**src/rtl/flash_probe_pkg.sv**
```systemverilog
package flash_probe_pkg;
  localparam logic [1:0] LINES_1 = 2'd0;
  localparam logic [1:0] LINES_2 = 2'd1;
  localparam logic [1:0] LINES_4 = 2'd2;
  localparam logic [7:0] OP_ID_STD  = 8'h9F;
  localparam logic [7:0] OP_ID_WIDE = 8'hAF;
  localparam int NUM_CLASSES = 4;
  localparam int SHORT_ID_BYTES = 3;

  typedef enum logic [1:0] {ST_IDLE, ST_STD, ST_WIDE} probe_state_e;

  function automatic logic [1:0] wide_of_mode(input logic [1:0] m);
    case (m)
      2'd1:    return LINES_2;
      2'd2:    return LINES_4;
      default: return LINES_1;
    endcase
  endfunction
endpackage

```
**src/rtl/id_blank_detect.sv**
```systemverilog
module id_blank_detect
  import flash_probe_pkg::*;
(
  input  logic [8*SHORT_ID_BYTES-1:0] head_i,
  output logic                        blank_o
);
  logic all_ones, all_zeros;
  always_comb begin
    all_ones  = 1'b1;
    all_zeros = 1'b1;
    for (int k = 0; k < SHORT_ID_BYTES; k++) begin
      all_ones  &= (head_i[8*k +: 8] == 8'hFF);
      all_zeros &= (head_i[8*k +: 8] == 8'h00);
    end
    blank_o = all_ones | all_zeros;
  end
endmodule

```
**src/rtl/proto_bank.sv**
```systemverilog
module proto_bank
  import flash_probe_pkg::*;
(
  input  logic                       clk_i,
  input  logic                       rst_ni,
  input  logic                       clear_i,
  input  logic                       load_i,
  input  logic [1:0]                 proto_i,
  output logic [2*NUM_CLASSES-1:0]   proto_o
);
  for (genvar g = 0; g < NUM_CLASSES; g++) begin : g_class
    logic [1:0] cls_q;
    always_ff @(posedge clk_i or negedge rst_ni) begin
      if (!rst_ni)      cls_q <= LINES_1;
      else if (clear_i) cls_q <= LINES_1;
      else if (load_i)  cls_q <= proto_i;
    end
    assign proto_o[2*g +: 2] = cls_q;

    assert_clear_single_R2: assert property (@(posedge clk_i) disable iff (!rst_ni)
      clear_i |=> (cls_q == LINES_1));
  end
endmodule

```
**src/rtl/id_store.sv**
```systemverilog
module id_store
  import flash_probe_pkg::*;
#(
  parameter int ID_BYTES = 6
) (
  input  logic                  clk_i,
  input  logic                  rst_ni,
  input  logic                  cap_full_i,
  input  logic                  cap_short_i,
  input  logic [8*ID_BYTES-1:0] data_i,
  output logic [8*ID_BYTES-1:0] id_o
);
  for (genvar k = 0; k < ID_BYTES; k++) begin : g_byte
    logic [7:0] byte_q;
    always_ff @(posedge clk_i or negedge rst_ni) begin
      if (!rst_ni)          byte_q <= 8'h00;
      else if (cap_full_i)  byte_q <= data_i[8*k +: 8];
      else if (cap_short_i) byte_q <= (k < SHORT_ID_BYTES) ? data_i[8*k +: 8] : 8'h00;
    end
    assign id_o[8*k +: 8] = byte_q;
  end
endmodule

```
**src/rtl/flash_probe_fsm.sv**
```systemverilog
module flash_probe_fsm
  import flash_probe_pkg::*;
#(
  parameter int ID_BYTES = 6,
  parameter int LEN_W    = 3
) (
  input  logic             clk_i,
  input  logic             rst_ni,
  input  logic             start_i,
  input  logic [1:0]       mode_i,
  input  logic             xfer_ack_i,
  input  logic             xfer_err_i,
  input  logic             blank_i,
  output logic             xfer_req_o,
  output logic [7:0]       xfer_opcode_o,
  output logic [LEN_W-1:0] xfer_len_o,
  output logic             clear_o,
  output logic             load_wide_o,
  output logic [1:0]       wide_proto_o,
  output logic             cap_full_o,
  output logic             cap_short_o,
  output logic             busy_o,
  output logic             done_o,
  output logic             error_o
);
  probe_state_e state_q, state_d;
  logic [1:0]   wide_q;
  logic         done_q, error_q;
  logic         accept, fin_ok, fin_err;

  assign accept       = (state_q == ST_IDLE) && start_i;
  assign wide_proto_o = wide_q;

  always_comb begin
    state_d     = state_q;
    load_wide_o = 1'b0;
    cap_full_o  = 1'b0;
    cap_short_o = 1'b0;
    fin_ok      = 1'b0;
    fin_err     = 1'b0;
    unique case (state_q)
      ST_IDLE: if (start_i) state_d = ST_STD;
      ST_STD: if (xfer_ack_i) begin
        if (xfer_err_i) fin_err = 1'b1;
        else begin
          cap_full_o = 1'b1;
          if (blank_i && wide_q != LINES_1) begin
            load_wide_o = 1'b1;
            state_d     = ST_WIDE;
          end else fin_ok = 1'b1;
        end
      end
      ST_WIDE: if (xfer_ack_i) begin
        if (xfer_err_i) fin_err = 1'b1;
        else begin
          cap_short_o = 1'b1;
          fin_ok      = 1'b1;
        end
      end
      default: state_d = ST_IDLE;
    endcase
    if (fin_ok || fin_err) state_d = ST_IDLE;
  end

  always_ff @(posedge clk_i or negedge rst_ni) begin
    if (!rst_ni) begin
      state_q <= ST_IDLE;
      wide_q  <= LINES_1;
      done_q  <= 1'b0;
      error_q <= 1'b0;
    end else begin
      state_q <= state_d;
      done_q  <= fin_ok | fin_err;
      if (accept) begin
        wide_q  <= wide_of_mode(mode_i);
        error_q <= 1'b0;
      end else if (fin_err) error_q <= 1'b1;
    end
  end

  assign clear_o       = accept;
  assign xfer_req_o    = (state_q == ST_STD) || (state_q == ST_WIDE);
  assign xfer_opcode_o = (state_q == ST_WIDE) ? OP_ID_WIDE :
                         (state_q == ST_STD)  ? OP_ID_STD  : 8'h00;
  assign xfer_len_o    = (state_q == ST_WIDE) ? LEN_W'(SHORT_ID_BYTES) :
                         (state_q == ST_STD)  ? LEN_W'(ID_BYTES) : '0;
  assign busy_o        = (state_q != ST_IDLE);
  assign done_o        = done_q;
  assign error_o       = error_q;

  assert_req_held_R3: assert property (@(posedge clk_i) disable iff (!rst_ni)
    (xfer_req_o && !xfer_ack_i) |=> (xfer_req_o && $stable(xfer_opcode_o) && $stable(xfer_len_o)));
  assert_done_pulse_R10: assert property (@(posedge clk_i) disable iff (!rst_ni)
    done_o |=> !done_o);
  assert_err_ends_R9: assert property (@(posedge clk_i) disable iff (!rst_ni)
    (xfer_req_o && xfer_ack_i && xfer_err_i) |=> (error_o && done_o && !xfer_req_o));
  assert_start_ignored_R11: assert property (@(posedge clk_i) disable iff (!rst_ni)
    (busy_o && start_i && !xfer_ack_i) |=> (busy_o && $stable(xfer_opcode_o)));
endmodule

```
**src/rtl/flash_id_probe.sv**
```systemverilog
module flash_id_probe
  import flash_probe_pkg::*;
#(
  parameter int ID_BYTES = 6,
  localparam int ID_W    = 8 * ID_BYTES,
  localparam int LEN_W   = $clog2(ID_BYTES + 1)
) (
  input  logic             clk_i,
  input  logic             rst_ni,
  input  logic             start_i,
  input  logic [1:0]       mode_i,
  output logic             xfer_req_o,
  output logic [7:0]       xfer_opcode_o,
  output logic [LEN_W-1:0] xfer_len_o,
  output logic [1:0]       xfer_proto_o,
  input  logic             xfer_ack_i,
  input  logic             xfer_err_i,
  input  logic [ID_W-1:0]  xfer_data_i,
  output logic [ID_W-1:0]  id_o,
  output logic [1:0]       proto_reg_o,
  output logic [1:0]       proto_read_o,
  output logic [1:0]       proto_write_o,
  output logic [1:0]       proto_erase_o,
  output logic             busy_o,
  output logic             done_o,
  output logic             error_o
);
  logic                     blank, clear, load_wide, cap_full, cap_short;
  logic [1:0]               wide_proto;
  logic [2*NUM_CLASSES-1:0] protos;

  id_blank_detect u_blank (
    .head_i  (xfer_data_i[8*SHORT_ID_BYTES-1:0]),
    .blank_o (blank)
  );

  flash_probe_fsm #(.ID_BYTES(ID_BYTES), .LEN_W(LEN_W)) u_fsm (
    .clk_i, .rst_ni, .start_i, .mode_i, .xfer_ack_i, .xfer_err_i,
    .blank_i       (blank),
    .xfer_req_o, .xfer_opcode_o, .xfer_len_o,
    .clear_o       (clear),
    .load_wide_o   (load_wide),
    .wide_proto_o  (wide_proto),
    .cap_full_o    (cap_full),
    .cap_short_o   (cap_short),
    .busy_o, .done_o, .error_o
  );

  proto_bank u_protos (
    .clk_i, .rst_ni,
    .clear_i (clear),
    .load_i  (load_wide),
    .proto_i (wide_proto),
    .proto_o (protos)
  );

  id_store #(.ID_BYTES(ID_BYTES)) u_id (
    .clk_i, .rst_ni,
    .cap_full_i  (cap_full),
    .cap_short_i (cap_short),
    .data_i      (xfer_data_i),
    .id_o
  );

  // class order: register, read, write, erase
  assign proto_reg_o   = protos[1:0];
  assign proto_read_o  = protos[3:2];
  assign proto_write_o = protos[5:4];
  assign proto_erase_o = protos[7:6];
  assign xfer_proto_o  = proto_reg_o;

  assert_wide_retry_proto_R5: assert property (@(posedge clk_i) disable iff (!rst_ni)
    (xfer_req_o && xfer_opcode_o == OP_ID_WIDE) |-> (xfer_proto_o != LINES_1));
  assert_classes_agree_R6: assert property (@(posedge clk_i) disable iff (!rst_ni)
    (proto_reg_o == proto_read_o) && (proto_reg_o == proto_write_o) && (proto_reg_o == proto_erase_o));
  if (ID_BYTES > SHORT_ID_BYTES) begin : g_upper_chk
    assert_upper_clear_R7: assert property (@(posedge clk_i) disable iff (!rst_ni)
      (done_o && !error_o && proto_reg_o != LINES_1) |-> (id_o[ID_W-1:8*SHORT_ID_BYTES] == '0));
  end
endmodule

```
**config.mk**
```make
export PLATFORM = sky130hd
export DESIGN_NAME = flash_id_probe
export DESIGN_NICKNAME = d
export VERILOG_FILES = /design/src/rtl/flash_probe_pkg.sv /design/src/rtl/id_blank_detect.sv /design/src/rtl/proto_bank.sv /design/src/rtl/id_store.sv /design/src/rtl/flash_probe_fsm.sv /design/src/rtl/flash_id_probe.sv
export SDC_FILE = /design/constraint.sdc
export NUM_CORES = 1
export LEC_CHECK = 0
export BUFFER_PORTS_ARGS = -buffer_cell sky130_fd_sc_hd__buf_2
export CORE_UTILIZATION = 40
export DETAILED_ROUTE_END_ITERATION = 12
export GPL_TIMING_DRIVEN = 0
export HOLD_SLACK_MARGIN = 0.12
export PLACE_DENSITY = 0.85
export SLEW_MARGIN = 25
export SYNTH_ARGS = -nofsm -noshare
export SYNTH_HDL_FRONTEND = slang
export SYNTH_SLANG_ARGS = --single-unit
export TNS_END_PERCENT = 50
```
**constraint.sdc**
```tcl
create_clock -name clk_i -period 1.9 [get_ports clk_i]
set_input_delay 0.095 -clock clk_i [delete_from_list [all_inputs] [get_ports clk_i]]
set_output_delay 0.095 -clock clk_i [all_outputs]
set_load 0.02 [all_outputs]
```
==> implementation parameters, run 1 <==
Parameter                              Value

Status
  Run status ... finished, final reports clean

Timing
  Skew final ... 0.007175 ns
  Worst slew margin ... 53.89%
  Highest Clock Rate ... approximately 560 MHz
  Number of hold violations in the final report ... 0
  Clock period minus worst slack ... 1.802 ns
  Worst-margin pin slew ... approximately 0.7 ns
  Endpoints failing setup ... 0
  Period utilization ... a little over nine tenths
  Minimum setup slack in the final design ... 0.09822 ns
  Setup Total Neg Slack ... 0 ns
  Number of pins exceeding their max-slew limit in the final report ... 0

Worst setup path
  End of the worst register-to-register path ... u_id.g_byte[1].byte_q[4]$_DFFE_PN0P_
  Reg2reg start ... u_fsm.state_q[0]$_DFFE_PN0P_
  Arrival time at the worst endpoint ... 2.03 ns
  Worst endpoint required time ... approximately 2.1 ns
  Reg-to-reg slack, setup ... 0.13 ns
  Critical path capture point type ... flop
  Worst setup SP type ... primary input
  Number of cells traversed by the worst register-to-register path ... 5
  Crit Path Class ... primary input to flop
  Worst Path Max Fanout ... 4

Synthesis
  Cell taking the most area after synthesis ... sky130_fd_sc_hd__dfrtp_1
  Post-Synthesis Mean Instance Area ... 13.04 um2
  Yosys synthesis warning count ... 0
  Most frequent cell after synthesis ... sky130_fd_sc_hd__dfrtp_1
  Number of instances in the synthesized netlist ... 186
  Number of distinct standard cells referenced by the synthesized netlist ... 31
  Commonest cells in the netlist ... sky130_fd_sc_hd__dfrtp_1 (56), sky130_fd_sc_hd__a22o_1 (24), sky130_fd_sc_hd__mux2_2 (24)
  Syn Nets ... 244
  Syn Std Cell Area ... 0.002426 mm2
  FF+latch count, synth ... 56
  Share of synthesized flip-flops with an asynchronous set or reset ... 100.0%
  Post-synthesis sequential area ratio ... 57.76%
  Main flop type after synthesis ... sky130_fd_sc_hd__dfrtp_1
  Number of enable-type register cells in the synthesized netlist ... 0
  Cell types occupying the most area after synthesis ... sky130_fd_sc_hd__dfrtp_1 (58%), sky130_fd_sc_hd__mux2_2 (11%), sky130_fd_sc_hd__a22o_1 (8.7%), sky130_fd_sc_hd__buf_4 (5.3%), sky130_fd_sc_hd__mux2i_1 (1.7%)
  Top-area cell type share of the netlist area ... between 50% and 60%

Run
  Maximum capacitance violations ... 0

Clocking
  CTS HTree Levels ... 2
  Buffers from clock root to sink, at most ... 2
  Clk Latency, worst-skew pair ... 0.30 ns
  Clock edge transition at the registers on the reported setup and hold paths ... approximately 0.09 ns
  Number of sinks driven by the clock tree ... 56
  Clock tree root buffer cell ... sky130_fd_sc_hd__clkbuf_8
  Post-CTS Setup Bufs ... 0
  Number of clock buffers inserted by TritonCTS ... 5
  TritonCTS clock tree ... yes

Worst hold path
  Kind of path behind the tightest hold check ... primary input to flop
  Number of instances on the worst hold path ... 2
  Sink of the worst hold path ... u_fsm.done_o$_DFF_PN0_
  Origin of the worst min-delay path ... xfer_ack_i

Drt
  Via density per instance ... slightly below 5
  Sum of routed wire length over all layers ... 6762 um
  Number of optimization iterations in the first detailed-route pass ... 4
  Detail-routed net length per standard cell ... between 15 and 20 um
  Total number of vias ... 2,192
  Number of DRC violations after detailed-routing iteration 0 ... 63
  DRC violations left ... 0
  Antenna-violating nets left ... 0

Layout
  Ant. Diodes ... 0
  # fillers ... 462
  Non-filler instance count after layout ... 442
  FF+latch area ... between 0.001 and 0.0015 mm2
  Multi-input combinational cell area ... 875.8 um2
  Layout cells sized above 1 ... 50.41%
  Finished layout cell area ... 0.003805 mm2
  Count of nets after finishing ... about 430
  Utilization after layout ... around 65%
  Synthesis-to-layout area growth ... 56.83%

Die
  Vertical die dimension ... 79.88 um
  Number of top-level pins ... ~130
  Initial cell density of the core ... 41.22%
  Die Area ... approximately 0.0064 mm2
  Die X-Extent ... 79.88 um
  Area inside the core boundary ... 0.005886 mm2
  Row count ... 28

Place
  IO buf count ... 126
  Total half-perimeter wirelength after legalization and detailed placement ... 4137 um
  Gpl congestion ... 0.7929
  Cell count after placement ... between 300 and 400
  Post-Place Worst Slack ... -0.3360 ns
  Total placed instance area ... 0.003153 mm2

Pwr
  VDD IR max ... 0.0007932 V
  Power per unit of standard cell area ... 1445 mW/mm2
  Leak Pwr ... 1.978 nW

Global route
  Vias in the first global route ... 2,234
  Wire length of the first global-routing pass ... 10,610 um
  Gr ovfl total ... 0
  Antenna violations before repair ... 0
  Largest net degree at the start of global routing ... 57
  Global-route total usage across every layer ... 22.14%
## layout by cell type (no fill, tap or decap), types with 2 or more instances in the layout
cell / instances
sky130_fd_sc_hd__dlymetal6s4s_1: 2
sky130_fd_sc_hd__mux2_2: 24
sky130_fd_sc_hd__buf_2: 121
sky130_fd_sc_hd__nor2_1: 2
sky130_fd_sc_hd__dfrtp_1: 56
sky130_fd_sc_hd__nand4_1: 6
sky130_fd_sc_hd__inv_1: 3
sky130_fd_sc_hd__or4_4: 3
sky130_fd_sc_hd__dlygate4sd3_1: 52
sky130_fd_sc_hd__nand2_1: 6
sky130_fd_sc_hd__nor4_1: 4
sky130_fd_sc_hd__buf_4: 18
sky130_fd_sc_hd__nand2b_1: 3
sky130_fd_sc_hd__clkbuf_8: 5
sky130_fd_sc_hd__ha_1: 2
sky130_fd_sc_hd__mux2i_1: 4
sky130_fd_sc_hd__a21oi_1: 2
sky130_fd_sc_hd__a22o_1: 24
sky130_fd_sc_hd__clkbuf_2: 6
sky130_fd_sc_hd__nor2b_1: 2
sky130_fd_sc_hd__a31oi_1: 3
sky130_fd_sc_hd__nor3_1: 2
sky130_fd_sc_hd__o21ai_0: 2
## power breakdown
| part | switching (mW) | internal (mW) | total [mW] |
|---|---|---|---|
| combinational | 1.56 | 1.15 | 2.71 |
| clock | 0.361 | 0.379 | 0.740 |
| sequential | 0.304 | 1.75 | 2.05 |
## area by class of cell
cell class	count	area share (%)
sequential	56	36.83
timing repair buffer	176	30.45
multi-input combinational	102	23.02
buffer	24	4.341
tap	75	2.466
clock buffer	5	1.809
clock inverter	1	0.7892
inverter	3	0.2960
## cells by family (layout without fill, tap and decap cells)
family	Yosys count	after routing	synth area share (%)
DFF	56	56	57.76
AOI/OAI and AO/OA	37	37	12.53
and+or+nand+nor	33	33	8.252
muxes	28	28	12.79
buffers and inverters	28	209	6.962
adders and majority gates	3	3	1.547
other	1	1	0.1546
## worst max-delay path: stages
cell	delay, ns
sky130_fd_sc_hd__dlygate4sd3_1	0.53
sky130_fd_sc_hd__buf_2	0.14
sky130_fd_sc_hd__or4_4	0.43
sky130_fd_sc_hd__nor4_4	0.26
sky130_fd_sc_hd__a22oi_2	0.14
sky130_fd_sc_hd__mux2i_1	0.22
sky130_fd_sc_hd__mux2i_1	0.20
## registers in the layout, indices dropped and copies added (netlist names)
register,cells
u_fsm.wide_proto_o,2
u_fsm.error_o,1
u_fsm.state_q,2
u_fsm.done_o,1
u_protos.g_class.cls_q,2
u_id.g_byte.byte_q,48
## worst max-delay path by stage
stage                                      start                                  endpoint  slack (ns)  cells after the start
CTS                 u_fsm.state_q[1]$_DFFE_PN0P_  u_protos.g_class[3].cls_q[0]$_DFFE_PN0P_        0.02                      6
detailed placement  u_fsm.state_q[1]$_DFFE_PN0P_      u_id.g_byte[3].byte_q[7]$_DFFE_PN0P_       -0.34                      6
global route                      xfer_data_i[7]  u_protos.g_class[3].cls_q[1]$_DFFE_PN0P_       -0.02                      7
global placement    u_fsm.state_q[1]$_DFFE_PN0P_      u_id.g_byte[5].byte_q[3]$_DFFE_PN0P_       -0.30                      6
finish                            xfer_data_i[7]              u_fsm.state_q[0]$_DFFE_PN0P_         0.1                      7
floorplan           u_fsm.state_q[0]$_DFFE_PN0P_      u_id.g_byte[3].byte_q[0]$_DFFE_PN0P_        0.04                      6
## metal layers
| metal | routed length (um) | vias up | track usage (%) |
|---|---|---|---|
| li1 | - | 1029 | - |
| met2 | 3612 | 95 | 41.54 |
| met4 | 65 | 0 | 5.714 |
| met3 | 420 | 6 | 5.371 |
| met5 | 0 | - | 0 |
| met1 | 2663 | 1062 | 24.80 |
## metrics by stage
| stage | power (mW) | hold slack [ns] |
|---|---|---|
| after floorplan | 3.702 | -0.2006 |
| after global routing | 5.814 | 0.1463 |
| after global placement | 4.540 | 0.3054 |
| final | 5.500 | 0.1359 |
| after CTS | 5.475 | 0.1218 |
| after detailed placement | 4.628 | 0.1846 |
## what timing repair did
item / CTS / global route
hold buffers: 54 / 0
gates resized for setup: 8 / 8
pin swaps: 0 / 4
endpoints found under the setup margin: 44 / 48
hold endpoints to repair: 107 / 0
Power figures use the tool's default switching activity.
==> run 2: changes to the inputs <==
--- a/config.mk
+++ b/config.mk
@@ -7,11 +7,12 @@
 export LEC_CHECK = 0
 export BUFFER_PORTS_ARGS = -buffer_cell sky130_fd_sc_hd__buf_2
 export CORE_UTILIZATION = 40
+export CTS_CLUSTER_SIZE = 8
 export DETAILED_ROUTE_END_ITERATION = 12
 export GPL_TIMING_DRIVEN = 0
 export HOLD_SLACK_MARGIN = 0.12
-export PLACE_DENSITY = 0.85
-export SLEW_MARGIN = 25
+export PLACE_DENSITY = 0.75
+export SLEW_MARGIN = 10
 export SYNTH_ARGS = -nofsm -noshare
 export SYNTH_HDL_FRONTEND = slang
 export SYNTH_SLANG_ARGS = --single-unit
==> implementation parameters, run 2 (synthesized netlist as in run 1, its figures left out) <==
Parameter                              Value

Status
  Run status ... finished, final reports clean

Clocking
  Clk Latency, worst-skew pair ... 0.30 ns (about the same)
  Clock edge transition at the registers on the reported setup and hold paths ... 0.09 ns (about the same)
  Clock tree root buffer cell ... sky130_fd_sc_hd__clkbuf_8
  TritonCTS clock tree ... yes
  Number of sinks driven by the clock tree ... 56 (unchanged)
  Number of clock buffers inserted by TritonCTS ... 5 (unchanged)
  Buffers from clock root to sink, at most ... 2 (unchanged)
  CTS HTree Levels ... 2 (unchanged)

Drt
  Antenna-violating nets left ... 0 (unchanged)
  DRC violations left ... 0 (unchanged)
  Number of DRC violations after detailed-routing iteration 0 ... 73 (+16%)
  Via density per instance ... 4.870 (-1.8%)
  Detail-routed net length per standard cell ... 14.14 um (-7.6%)
  Sum of routed wire length over all layers ... 6321 um (-6.5%)
  Number of optimization iterations in the first detailed-route pass ... 4 (unchanged)
  Total number of vias ... 2,177 (-0.68%)

Die
  Vertical die dimension ... 79.88 um (unchanged)
  Row count ... 28 (unchanged)
  Die Area ... 0.006381 mm2 (unchanged)
  Area inside the core boundary ... 0.005886 mm2 (unchanged)
  Initial cell density of the core ... 41.22% (unchanged)
  Number of top-level pins ... 128 (unchanged)
  Die X-Extent ... 79.88 um (unchanged)

Place
  Post-Place Worst Slack ... -0.3242 ns (+0.01186 ns)
  Gpl congestion ... 0.7502 (-5.4%)
  Cell count after placement ... 387 (unchanged)
  IO buf count ... 126 (unchanged)
  Total placed instance area ... 0.003151 mm2 (about the same)
  Total half-perimeter wirelength after legalization and detailed placement ... 4046 um (-2.2%)

Layout
  Finished layout cell area ... 0.003821 mm2 (+0.43%)
  Count of nets after finishing ... 429 (+0.70%)
  Commonest non-fill, non-tap cell in the layout ... sky130_fd_sc_hd__buf_2
  Ant. Diodes ... 0 (unchanged)
  Most used cells in the layout excluding fill and tap cells ... sky130_fd_sc_hd__buf_2 (124), sky130_fd_sc_hd__dfrtp_1 (56), sky130_fd_sc_hd__dlygate4sd3_1 (53)
  Layout cells sized above 1 ... 50.27% (-0.14 points)
  Non-filler instance count after layout ... 447 (+1.1%)
  Synthesis-to-layout area growth ... 57.50%
  Register name with the most flops ... u_id.g_byte.byte_q
  Flip-flop count of the largest register, all copies and words added ... 48 (unchanged)
  # fillers ... 455 (-1.5%)

Global route
  Vias in the first global route ... 2,107 (-5.7%)
  Wire length of the first global-routing pass ... 9494 um (-10%)
  Largest net degree at the start of global routing ... 57 (unchanged)
  Global-route total usage across every layer ... 19.82% (-2.3 points)
  Gr ovfl total ... 0 (unchanged)
  Antenna violations before repair ... 0 (unchanged)

Worst setup path
  Worst endpoint required time ... 2.12 ns (about the same)
  Worst setup SP type ... primary input
  Master of the slowest instance on the critical path ... sky130_fd_sc_hd__dlygate4sd3_1
  Number of cells traversed by the worst register-to-register path ... 5 (unchanged)
  Critical path capture point type ... flop
  Most frequent cell on the critical path ... sky130_fd_sc_hd__mux2i_1
  Critical path's largest stage delay ... 0.54 ns (about the same)
  Worst Path Max Fanout ... 4 (unchanged)
  Arrival time at the worst endpoint ... 2.06 ns (+0.03 ns)
  Ordered list of cells on the worst path ... dlygate4sd3_1 > buf_2 > or4_4 > nor4_4 > a22oi_2 > mux2i_1 > mux2i_1
  Crit Path Class ... primary input to flop

Timing
  Clock period minus worst slack ... 1.837 ns (+0.03512 ns)
  Worst-margin pin slew ... 0.6897 ns (-0.001885 ns)
  Endpoints failing setup ... 0 (unchanged)
  Number of hold violations in the final report ... 0 (unchanged)
  Skew final ... 0.003402 ns (-0.003773 ns)
  Number of pins exceeding their max-slew limit in the final report ... 0 (unchanged)
  RSZ-0062 raised after global routing ... false
  Period utilization ... 96.68% (+1.8 points)
  Worst slew margin ... 54.02% (+0.13 points)
  Highest Clock Rate ... 544.4 MHz (-1.9%)
  Minimum setup slack in the final design ... 0.06310 ns (-0.03512 ns)
  Setup Total Neg Slack ... 0 ns (unchanged)

Pwr
  Power per unit of standard cell area ... 1408 mW/mm2 (-2.6%)
  VDD IR max ... 0.0008223 V (+3.7%)
  Overall Power ... 5.381 mW (-2.2%)
  Leak Pwr ... 1.982 nW (+0.19%)

Worst hold path
  Kind of path behind the tightest hold check ... primary input to flop
  Number of instances on the worst hold path ... 2 (unchanged)

Run
  Maximum capacitance violations ... 0 (unchanged)
[run 2: layout make-up]
cell class                      count  area (um2)  area share, %
Clock buffer                        7       86.33          2.259
Timing Repair Buffer              179        1181          30.91
Inverter                            3       11.26         0.2947
Clock inverter                      1       7.507         0.1965
Sequential cell                    56        1401          36.67
Tap cell                           75       93.84          2.456
Multi-Input combinational cell    102       874.6          22.89
Buffer                             24       165.2          4.322
[run 2: what timing repair did]
action | 4_1_cts | 5_1_grt
buffers inserted | 0 | 1
setup endpoints to repair | 44 | 43
hold endpoints to repair | 108 | 0
pin swaps | 0 | 2
hold buffers | 55 | 0
resized for setup | 8 | 9
[run 2: worst paths after layout]
| kind | start | end | slack, ns |
|---|---|---|---|
| hold reg to reg | u_id.g_byte[4].byte_q[1]$_DFFE_PN0P_ | u_id.g_byte[4].byte_q[1]$_DFFE_PN0P_ | 0.50 |
| max in group asynchronous | rst_ni | u_id.g_byte[3].byte_q[2]$_DFFE_PN0P_ | 1.07 |
| setup / recovery | xfer_data_i[11] | u_fsm.state_q[0]$_DFFE_PN0P_ | 0.06 |
| setup reg to reg | u_fsm.state_q[1]$_DFFE_PN0P_ | u_id.g_byte[1].byte_q[7]$_DFFE_PN0P_ | 0.15 |
| hold / removal | xfer_data_i[9] | u_id.g_byte[1].byte_q[1]$_DFFE_PN0P_ | 0.22 |
| min in group asynchronous | rst_ni | u_fsm.done_o$_DFF_PN0_ | 0.37 |
[run 2: worst max-delay path, delay by kind of cell]
kind / cells / cell delay, ns
muxes: 2 / 0.44
and+or+nand+nor: 2 / 0.71
AOI/OAI and AO/OA: 1 / 0.14
buffers and inverters: 2 / 0.68
[run 2: through the flow]
step                      hold WS, ns  util, %
final                          0.2225    64.92
after global routing           0.2114    64.92
after detailed placement       0.3094    53.53
after floorplan               -0.2006        -
after CTS                      0.2238    64.67
after global placement         0.3089    53.53
[run 2: where the power goes]
group	total, mW	switching (mW)	internal (mW)
registers	2.03	0.282	1.75
logic	2.69	1.54	1.15
clock network	0.660	0.363	0.297
total	5.38	2.18	3.20
[run 2: metal layers]
metal  global-route usage [%]  up-vias  share of wire (%)
met5                        0        -                  0
met4                    8.214        0                2.0
met3                    3.543       13                4.7
met2                    36.50       86                 53
met1                    22.34     1040                 41
li1                         -     1038                  -
